`src/rtl/sys_tick_timer.sv`:
```
module sys_tick_timer #(
  parameter int              CNT_W  = 24,
  parameter bit              NO_REF = 1'b0,
  parameter bit              SKEW   = 1'b0,
  parameter logic [CNT_W-1:0] TENMS = '0
) (
  input  logic        clk,
  input  logic        rst_n,
  input  logic        bus_sel,
  input  logic        bus_wr,
  input  logic [3:0]  bus_addr,
  input  logic [31:0] bus_wdata,
  output logic [31:0] bus_rdata,
  input  logic        ref_tick,
  output logic        irq
);
  localparam int PAD = 32 - CNT_W;

  logic [1:0]       idx;
  logic             rd, wr, rd_ctl, wr_ctl, wr_rl, wr_cur;
  logic             en_q, ti_q, cs_q, flag_q, cs_eff, step, hit;
  logic [CNT_W-1:0] rl_q, cur_q;

  assign idx    = bus_addr[3:2];
  assign rd     = bus_sel & ~bus_wr;
  assign wr     = bus_sel & bus_wr;
  assign rd_ctl = rd & (idx == 2'd0);
  assign wr_ctl = wr & (idx == 2'd0);
  assign wr_rl  = wr & (idx == 2'd1);
  assign wr_cur = wr & (idx == 2'd2);
  assign cs_eff = NO_REF | cs_q;
  assign step   = en_q & (cs_eff | ref_tick);
  assign hit    = step & (cur_q == CNT_W'(1));

  always_ff @(posedge clk or negedge rst_n) begin
    if (!rst_n) begin
      en_q   <= 1'b0;
      ti_q   <= 1'b0;
      cs_q   <= 1'b0;
      flag_q <= 1'b0;
      rl_q   <= '0;
      cur_q  <= '0;
      irq    <= 1'b0;
    end else begin
      if (wr_ctl) begin
        en_q <= bus_wdata[0];
        ti_q <= bus_wdata[1];
        cs_q <= bus_wdata[2];
      end
      if (wr_rl) rl_q <= bus_wdata[CNT_W-1:0];
      if (wr_cur)    cur_q <= '0;
      else if (step) cur_q <= (cur_q == '0) ? rl_q : cur_q - CNT_W'(1);
      if (wr_cur)      flag_q <= 1'b0;
      else if (hit)    flag_q <= 1'b1;
      else if (rd_ctl) flag_q <= 1'b0;
      irq <= hit & ti_q & ~wr_cur;
    end
  end

  always_comb begin
    case (idx)
      2'd0:    bus_rdata = {15'd0, flag_q, 13'd0, cs_eff, ti_q, en_q};
      2'd1:    bus_rdata = {{PAD{1'b0}}, rl_q};
      2'd2:    bus_rdata = {{PAD{1'b0}}, cur_q};
      default: bus_rdata = {NO_REF, SKEW, {(PAD-2){1'b0}}, TENMS};
    endcase
  end

  AST_IRQ_AT_ZERO: assert property (@(posedge clk) disable iff (!rst_n)
    irq |-> (cur_q == '0) && flag_q);
  AST_IRQ_NEEDS_TI: assert property (@(posedge clk) disable iff (!rst_n)
    irq |-> $past(ti_q));
  AST_CUR_WRITE_CLEARS: assert property (@(posedge clk) disable iff (!rst_n)
    wr_cur |=> (cur_q == '0) && !flag_q && !irq);
  AST_HOLD_WHEN_OFF: assert property (@(posedge clk) disable iff (!rst_n)
    (!en_q && !wr_cur) |=> $stable(cur_q));
  AST_FLAG_READ_CLEAR: assert property (@(posedge clk) disable iff (!rst_n)
    (rd_ctl && !hit) |=> !flag_q);
  AST_FLAG_SET_WINS: assert property (@(posedge clk) disable iff (!rst_n)
    (rd_ctl && hit) |=> flag_q);
endmodule

```
`config.mk`:
```
export PLATFORM = sky130hd
export DESIGN_NAME = sys_tick_timer
export DESIGN_NICKNAME = d
export VERILOG_FILES = /design/src/rtl/sys_tick_timer.sv
export SDC_FILE = /design/constraint.sdc
export NUM_CORES = 1
export LEC_CHECK = 0
export BUFFER_PORTS_ARGS = -buffer_cell sky130_fd_sc_hd__clkbuf_2
export CORE_MARGIN = 2
export CORE_UTILIZATION = 25
export DETAILED_ROUTE_END_ITERATION = 16
export GPL_TIMING_DRIVEN = 0
export PLACE_DENSITY = 0.5
export SLEW_MARGIN = 25
export SYNTH_ARGS = -nofsm -noshare
export SYNTH_HDL_FRONTEND = slang
export SYNTH_SLANG_ARGS = --single-unit
```
`constraint.sdc`:
```
create_clock -name clk -period 2.7 [get_ports clk]
set_input_delay 0.54 -clock clk [delete_from_list [all_inputs] [get_ports clk]]
set_output_delay 0.54 -clock clk [all_outputs]
set_load 0.03 [all_outputs]
```
== Word-level counts from Yosys, hierarchy flattened ==
Cells that the tools add are included.

* Register bits: 53
* Output and inout bits: 33
* Word-level logic and storage cells: 35

* Add/subtract/negate cells: 1
* Eq/ne operators: 3
* Mux-type cells: 7
* Bitwise operators: 13
* Reduce and logical (&&, ||, !) cells: 4

{| class="wikitable"
|+ Operator list
! kind !! number
|-
| $mux W24 || 3
|-
| $pmux W24 S3 || 1
|-
| $eq A24 B1 Y1 const B || 1
|-
| $logic_not A24 Y1 || 1
|-
| $sub A24 B1 Y24 const B || 1
|-
| $and A1 B1 Y1 || 10
|-
| $mux W1 || 3
|-
| $reduce_bool A3 Y1 || 1
|-
| $eq A2 B1 Y1 const B || 1
|-
| $eq A2 B2 Y1 const B || 1
|-
| $logic_not A2 Y1 || 1
|-
| $not A1 Y1 || 2
|-
| $reduce_bool A2 Y1 || 1
|-
| $or A1 B1 Y1 || 1
|}

== Longest topological paths before layout ==
* Depth after elaboration: 6
* Depth in mapped cells: 8
* Mapped depth without buffers: 7

== Worst setup path before layout ==
No wires, ideal clock.

* Kind: input -> output
* Start: input port bus_addr[3]
* End: output port bus_rdata[0]
* Data arrival time: 1.682 ns
* Required time: 2.160 ns
* Setup slack: 0.478 ns
* Cell stages on the path: 5
* Buffers on the path: 2
* Path through: buf_2 nor2_1 clkbuf_1 nand2_1 o21ai_0

* Cells in the longest elaborated chain, start to end: 2
* Elaborated cells between the ends (all ways): 4

{| class="wikitable"
|+ Ends and longest elaborated chain
! item !! RTL line !! source
|-
| from (decl) || 11 || <nowiki>input logic [3:0] bus_addr,</nowiki>
|-
| $eq A2 B2 Y1, or another cell as far along || 61 || <nowiki>case (idx)</nowiki>
|-
| $pmux W24 S3 * || 61 ||
|-
| to (decl) || 13 || <nowiki>output logic [31:0] bus_rdata,</nowiki>
|}

Every way passes the cells marked *; elsewhere a longest branch is shown, timed or not.

== Worst setup path after layout ==
* Start: input port bus_addr[3]
* End: output port bus_rdata[4]

Same word-level chain as after synthesis.

==> summary.txt <==
Floorplanning
  – Chip width: between 100 and 150 um
  – Core footprint: 12500 sq um
  – Row count: 41
  – Initial Util: 0.253
  – IO Count: 74
  – Die area: between 10000 and 15000 sq um
  – Die outline height: 116 um

Cells and area
  – Fillers: 1329
  – Multi-input combinational cell area: roughly 1700 sq um
  – Nets@finish: between 400 and 500
  – Number of diodes: 0
  – Syn-to-layout area delta: 23.0%
  – Reg area: approximately 1300 sq um
  – Proportion of layout cells with a drive suffix above 1: 0.319
  – Non-filler cells, final: between 500 and 600
  – Fin area: about 3900 sq um

Clock tree
  – # Post-CTS Setup Buffers: 0
  – CTS tree: built
  – Num CTS Buffers: 5
  – Reg clk slew, reported paths: ~70 ps
  – Post-CTS Hold Buffers: 0
  – Skew-Pair Late Insertion Delay: 290 ps
  – H-Tree Depth: 2
  – Maximum buffer depth of the clock tree: 2
  – CTS sink count: 53
  – Clk root buf: clkbuf_16

Place
  – DP HPWL: around 7.5 mm
  – Pre-CTS setup slack: -325 ps
  – Post-Place Cells: about 540
  – Post-DP Area: roughly 3700 sq um
  – Placer Congestion: about 0.9
  – PortBufs: 55

Drt
  – Remaining antenna violation count after routing: 0
  – Routed wire length: between 10 and 15 mm
  – DRT iter0 DRCs: 124
  – DR vias/cell: a little under 5
  – Pre-antenna DRT Iters: 4
  – Vias post-DR: between 2k and 3k
  – Residual DRC: 0
  – Wirelength per Cell: about 18 um

Global routing
  – Overflow after GRT: 0
  – Overall Global Routing Usage: 0.155
  – Vias in the first global route: ~2.8k
  – Largest net degree at the start of global routing: 35
  – Initial antenna violation count: 0
  – First-pass GRT wire length: 15.8 mm

Yosys
  – Post-synth top area share: 0.421
  – Synthesized area per cell: between 10 and 15 sq um
  – Synth Flop Type: dfrtp_1
  – Largest cells by area after synthesis: dfrtp_1 (42%), mux2_2 (9.6%), a22o_1 (5.6%), mux2i_1 (4.4%), nand2_1 (3.1%)
  – #FFs+latches synth: 53
  – FFs w/ async S/R, synth: 1.00
  – Top cells by count, synth: dfrtp_1 (53), mux2_2 (27), nand2_1 (26), a22o_1 (20), o21ai_0 (16)
  – Syn Std Cell Area: between 3000 and 4000 sq um
  – Seq/Total Area, Yosys: 0.421
  – Synth Instances: about 300
  – Netlist cell types: 56
  – EDFF count, synth: 0
  – Post-synth top area cell: dfrtp_1
  – Most frequent cell after synthesis: dfrtp_1
  – YS warnings: 0

STA
  – Hold WS: around 160 ps
  – Setup Viol. Count Final: 0
  – FMAX: 0.384 GHz
  – RSZ-0062 raised after global routing: yes
  – Final min period: 2600 ps
  – Slew HR: 0.394
  – Slew Limit Fails: 0
  – Final period util: 0.964
  – Worst-margin pin slew: between 900 and 1000 ps
  – Final setup margin: 98.1 ps
  – Clock skew: ~4.4 ps
  – Final hold violation count: 0

Worst setup path
  – Worst reg-to-reg setup slack: about 230 ps
  – R2R depth: 6
  – R2r endpoint: cur_q[19]
  – Worst path max stage delay: about 530 ps
  – CP dominant cell by count: clkbuf_2
  – Critical Path RT: approximately 2200 ps
  – Critical R2R Launch: cur_q[9]
  – Crit path DAT: just over 2000 ps
  – CP Class: in2out
  – Crit path launch type: input pin
  – Slowest CP cell: buf_1
  – CP cell instances: clkbuf_2 > buf_2 > nor2b_1 > buf_1 > a22o_1 > clkbuf_2
  – Crit. End Element: output pin
  – Worst-path fanout max: 10

Pwr
  – Seq pwr share: 0.359
  – VDD IR-drop max: ~0.29 mV
  – Power per cell area: 895 nW/um^2
  – Clock power share: 0.218
  – Tot Pwr: 3.47 mW
  – Switching Share: 0.418
  – NetSw: 1.45 mW
  – Leakage: around 1.7 nW
  – Logic pwr share: 0.423
  – Internal: between 2 and 2.5 mW

Min path
  – Worst min path class: in2async

Outcome
  – Status: complete, no violations

Flow run
  – Maximum capacitance violations: 0
==> cell families after synthesis <==
kind of cell             count (synthesis)  share of synthesized area
adder cells (fa/ha/maj)                  3                     0.0119
buffers and inverters                   34                     0.0584
multiplexers                            41                      0.141
AND/OR/NAND/NOR                         88                      0.157
flip-flops                              53                      0.421
XOR/XNOR                                 1                    0.00278
AO/OA/AOI/OAI                           87                      0.207
other                                    1                    0.00119
==> cell type report <==
type / count / area share
Clock inverter: 1 / 0.00774
Timing Repair Buffer: 56 / 0.0768
Clock buffer: 7 / 0.0368
Inverter: 9 / 0.00871
Multi-Input combinational cell: 228 / 0.433
Tap cell: 172 / 0.0555
Buffer: 25 / 0.0394
Sequential cell: 53 / 0.342
==> cell usage in the layout (no fill, tap or decap), types with 2 or more instances in the layout <==
master | synthesis | layout
a211oi_1 | 2 | 2
a21oi_1 | 5 | 5
a221o_1 | 2 | 2
a22o_1 | 20 | 20
a31oi_1 | 4 | 4
a32o_1 | 2 | 2
a32oi_1 | 2 | 2
and3_1 | 2 | 2
buf_1 | 0 | 2
buf_2 | 3 | 3
buf_4 | 8 | 8
buf_6 | 3 | 3
clkbuf_1 | 11 | 8
clkbuf_16 | 0 | 5
clkbuf_2 | 0 | 56
conb_1 | 1 | 8
dfrtp_1 | 53 | 53
ha_1 | 3 | 3
inv_1 | 9 | 9
mux2_2 | 27 | 27
mux2i_1 | 14 | 14
nand2_1 | 26 | 26
nand3_1 | 5 | 5
nand4_1 | 4 | 4
nor2_1 | 14 | 13
nor2b_1 | 3 | 3
nor3_1 | 9 | 9
nor3_2 | 2 | 2
nor4_1 | 6 | 6
o21a_1 | 2 | 2
o21ai_0 | 16 | 16
o221ai_1 | 2 | 2
o22ai_1 | 8 | 8
o2bb2ai_1 | 2 | 2
o311ai_0 | 2 | 2
o31ai_1 | 6 | 6
o41ai_1 | 3 | 3
or2_2 | 3 | 3
or3_1 | 3 | 3
or4_1 | 2 | 2
==> worst max-delay path, delay by kind of cell <==
| family | cells | cell delay (ps) |
|---|---|---|
| simple gates | 1 | 190 |
| buf+inv | 4 | 1060 |
| compound gates | 1 | 270 |
==> metal layers <==
layer / global-route usage / share of wire
met5: 0 / 0
met3: 0.0254 / 0.040
met1: 0.204 / 0.45
met2: 0.256 / 0.48
met4: 0.0563 / 0.025
==> what timing repair did <==
action	in CTS	in global routing
endpoints found under the setup margin	20	5
pin swaps	0	0
cloned	0	0
resized for setup	3	3
endpoints found under the hold margin	0	0
==> sequential cells by signal (all words and copies together), names as in the netlist <==
| name | count |
|---|---|
| en_q | 1 |
| irq | 1 |
| ti_q | 1 |
| rl_q | 24 |
| cs_eff | 1 |
| flag_q | 1 |
| cur_q | 24 |
==> worst max-delay path by stage <==
stage | startpoint | end | slack [ps] | depth (start not counted)
floorplan | bus_addr[3] | bus_rdata[0] | 480 | 5
global placement | bus_addr[3] | bus_rdata[5] | -340 | 6
detailed placement | bus_addr[3] | bus_rdata[5] | -330 | 6
CTS | bus_addr[3] | bus_rdata[5] | 90 | 6
global route | bus_addr[3] | bus_rdata[3] | -3 | 6
finish | bus_addr[3] | bus_rdata[4] | 100 | 6
==> stage by stage <==
| stage | util | setup TNS (ps) |
|---|---|---|
| after floorplan | - | 0 |
| after global placement | 0.294 | -6510 |
| after detailed placement | 0.296 | -6390 |
| after CTS | 0.310 | 0 |
| after global routing | 0.311 | -5.46 |
| final | 0.311 | 0 |
==> power by group through the flow <==
stage	clock (mW)	sequential (mW)	combinational, mW
final	0.756	1.25	1.47
after global routing	0.815	1.28	1.62
after CTS	0.786	1.24	1.46
after detailed placement	0	1.25	1.45
after global placement	0	1.25	1.43
after floorplan	0	1.18	1.08
Power figures use the tool's default switching activity.
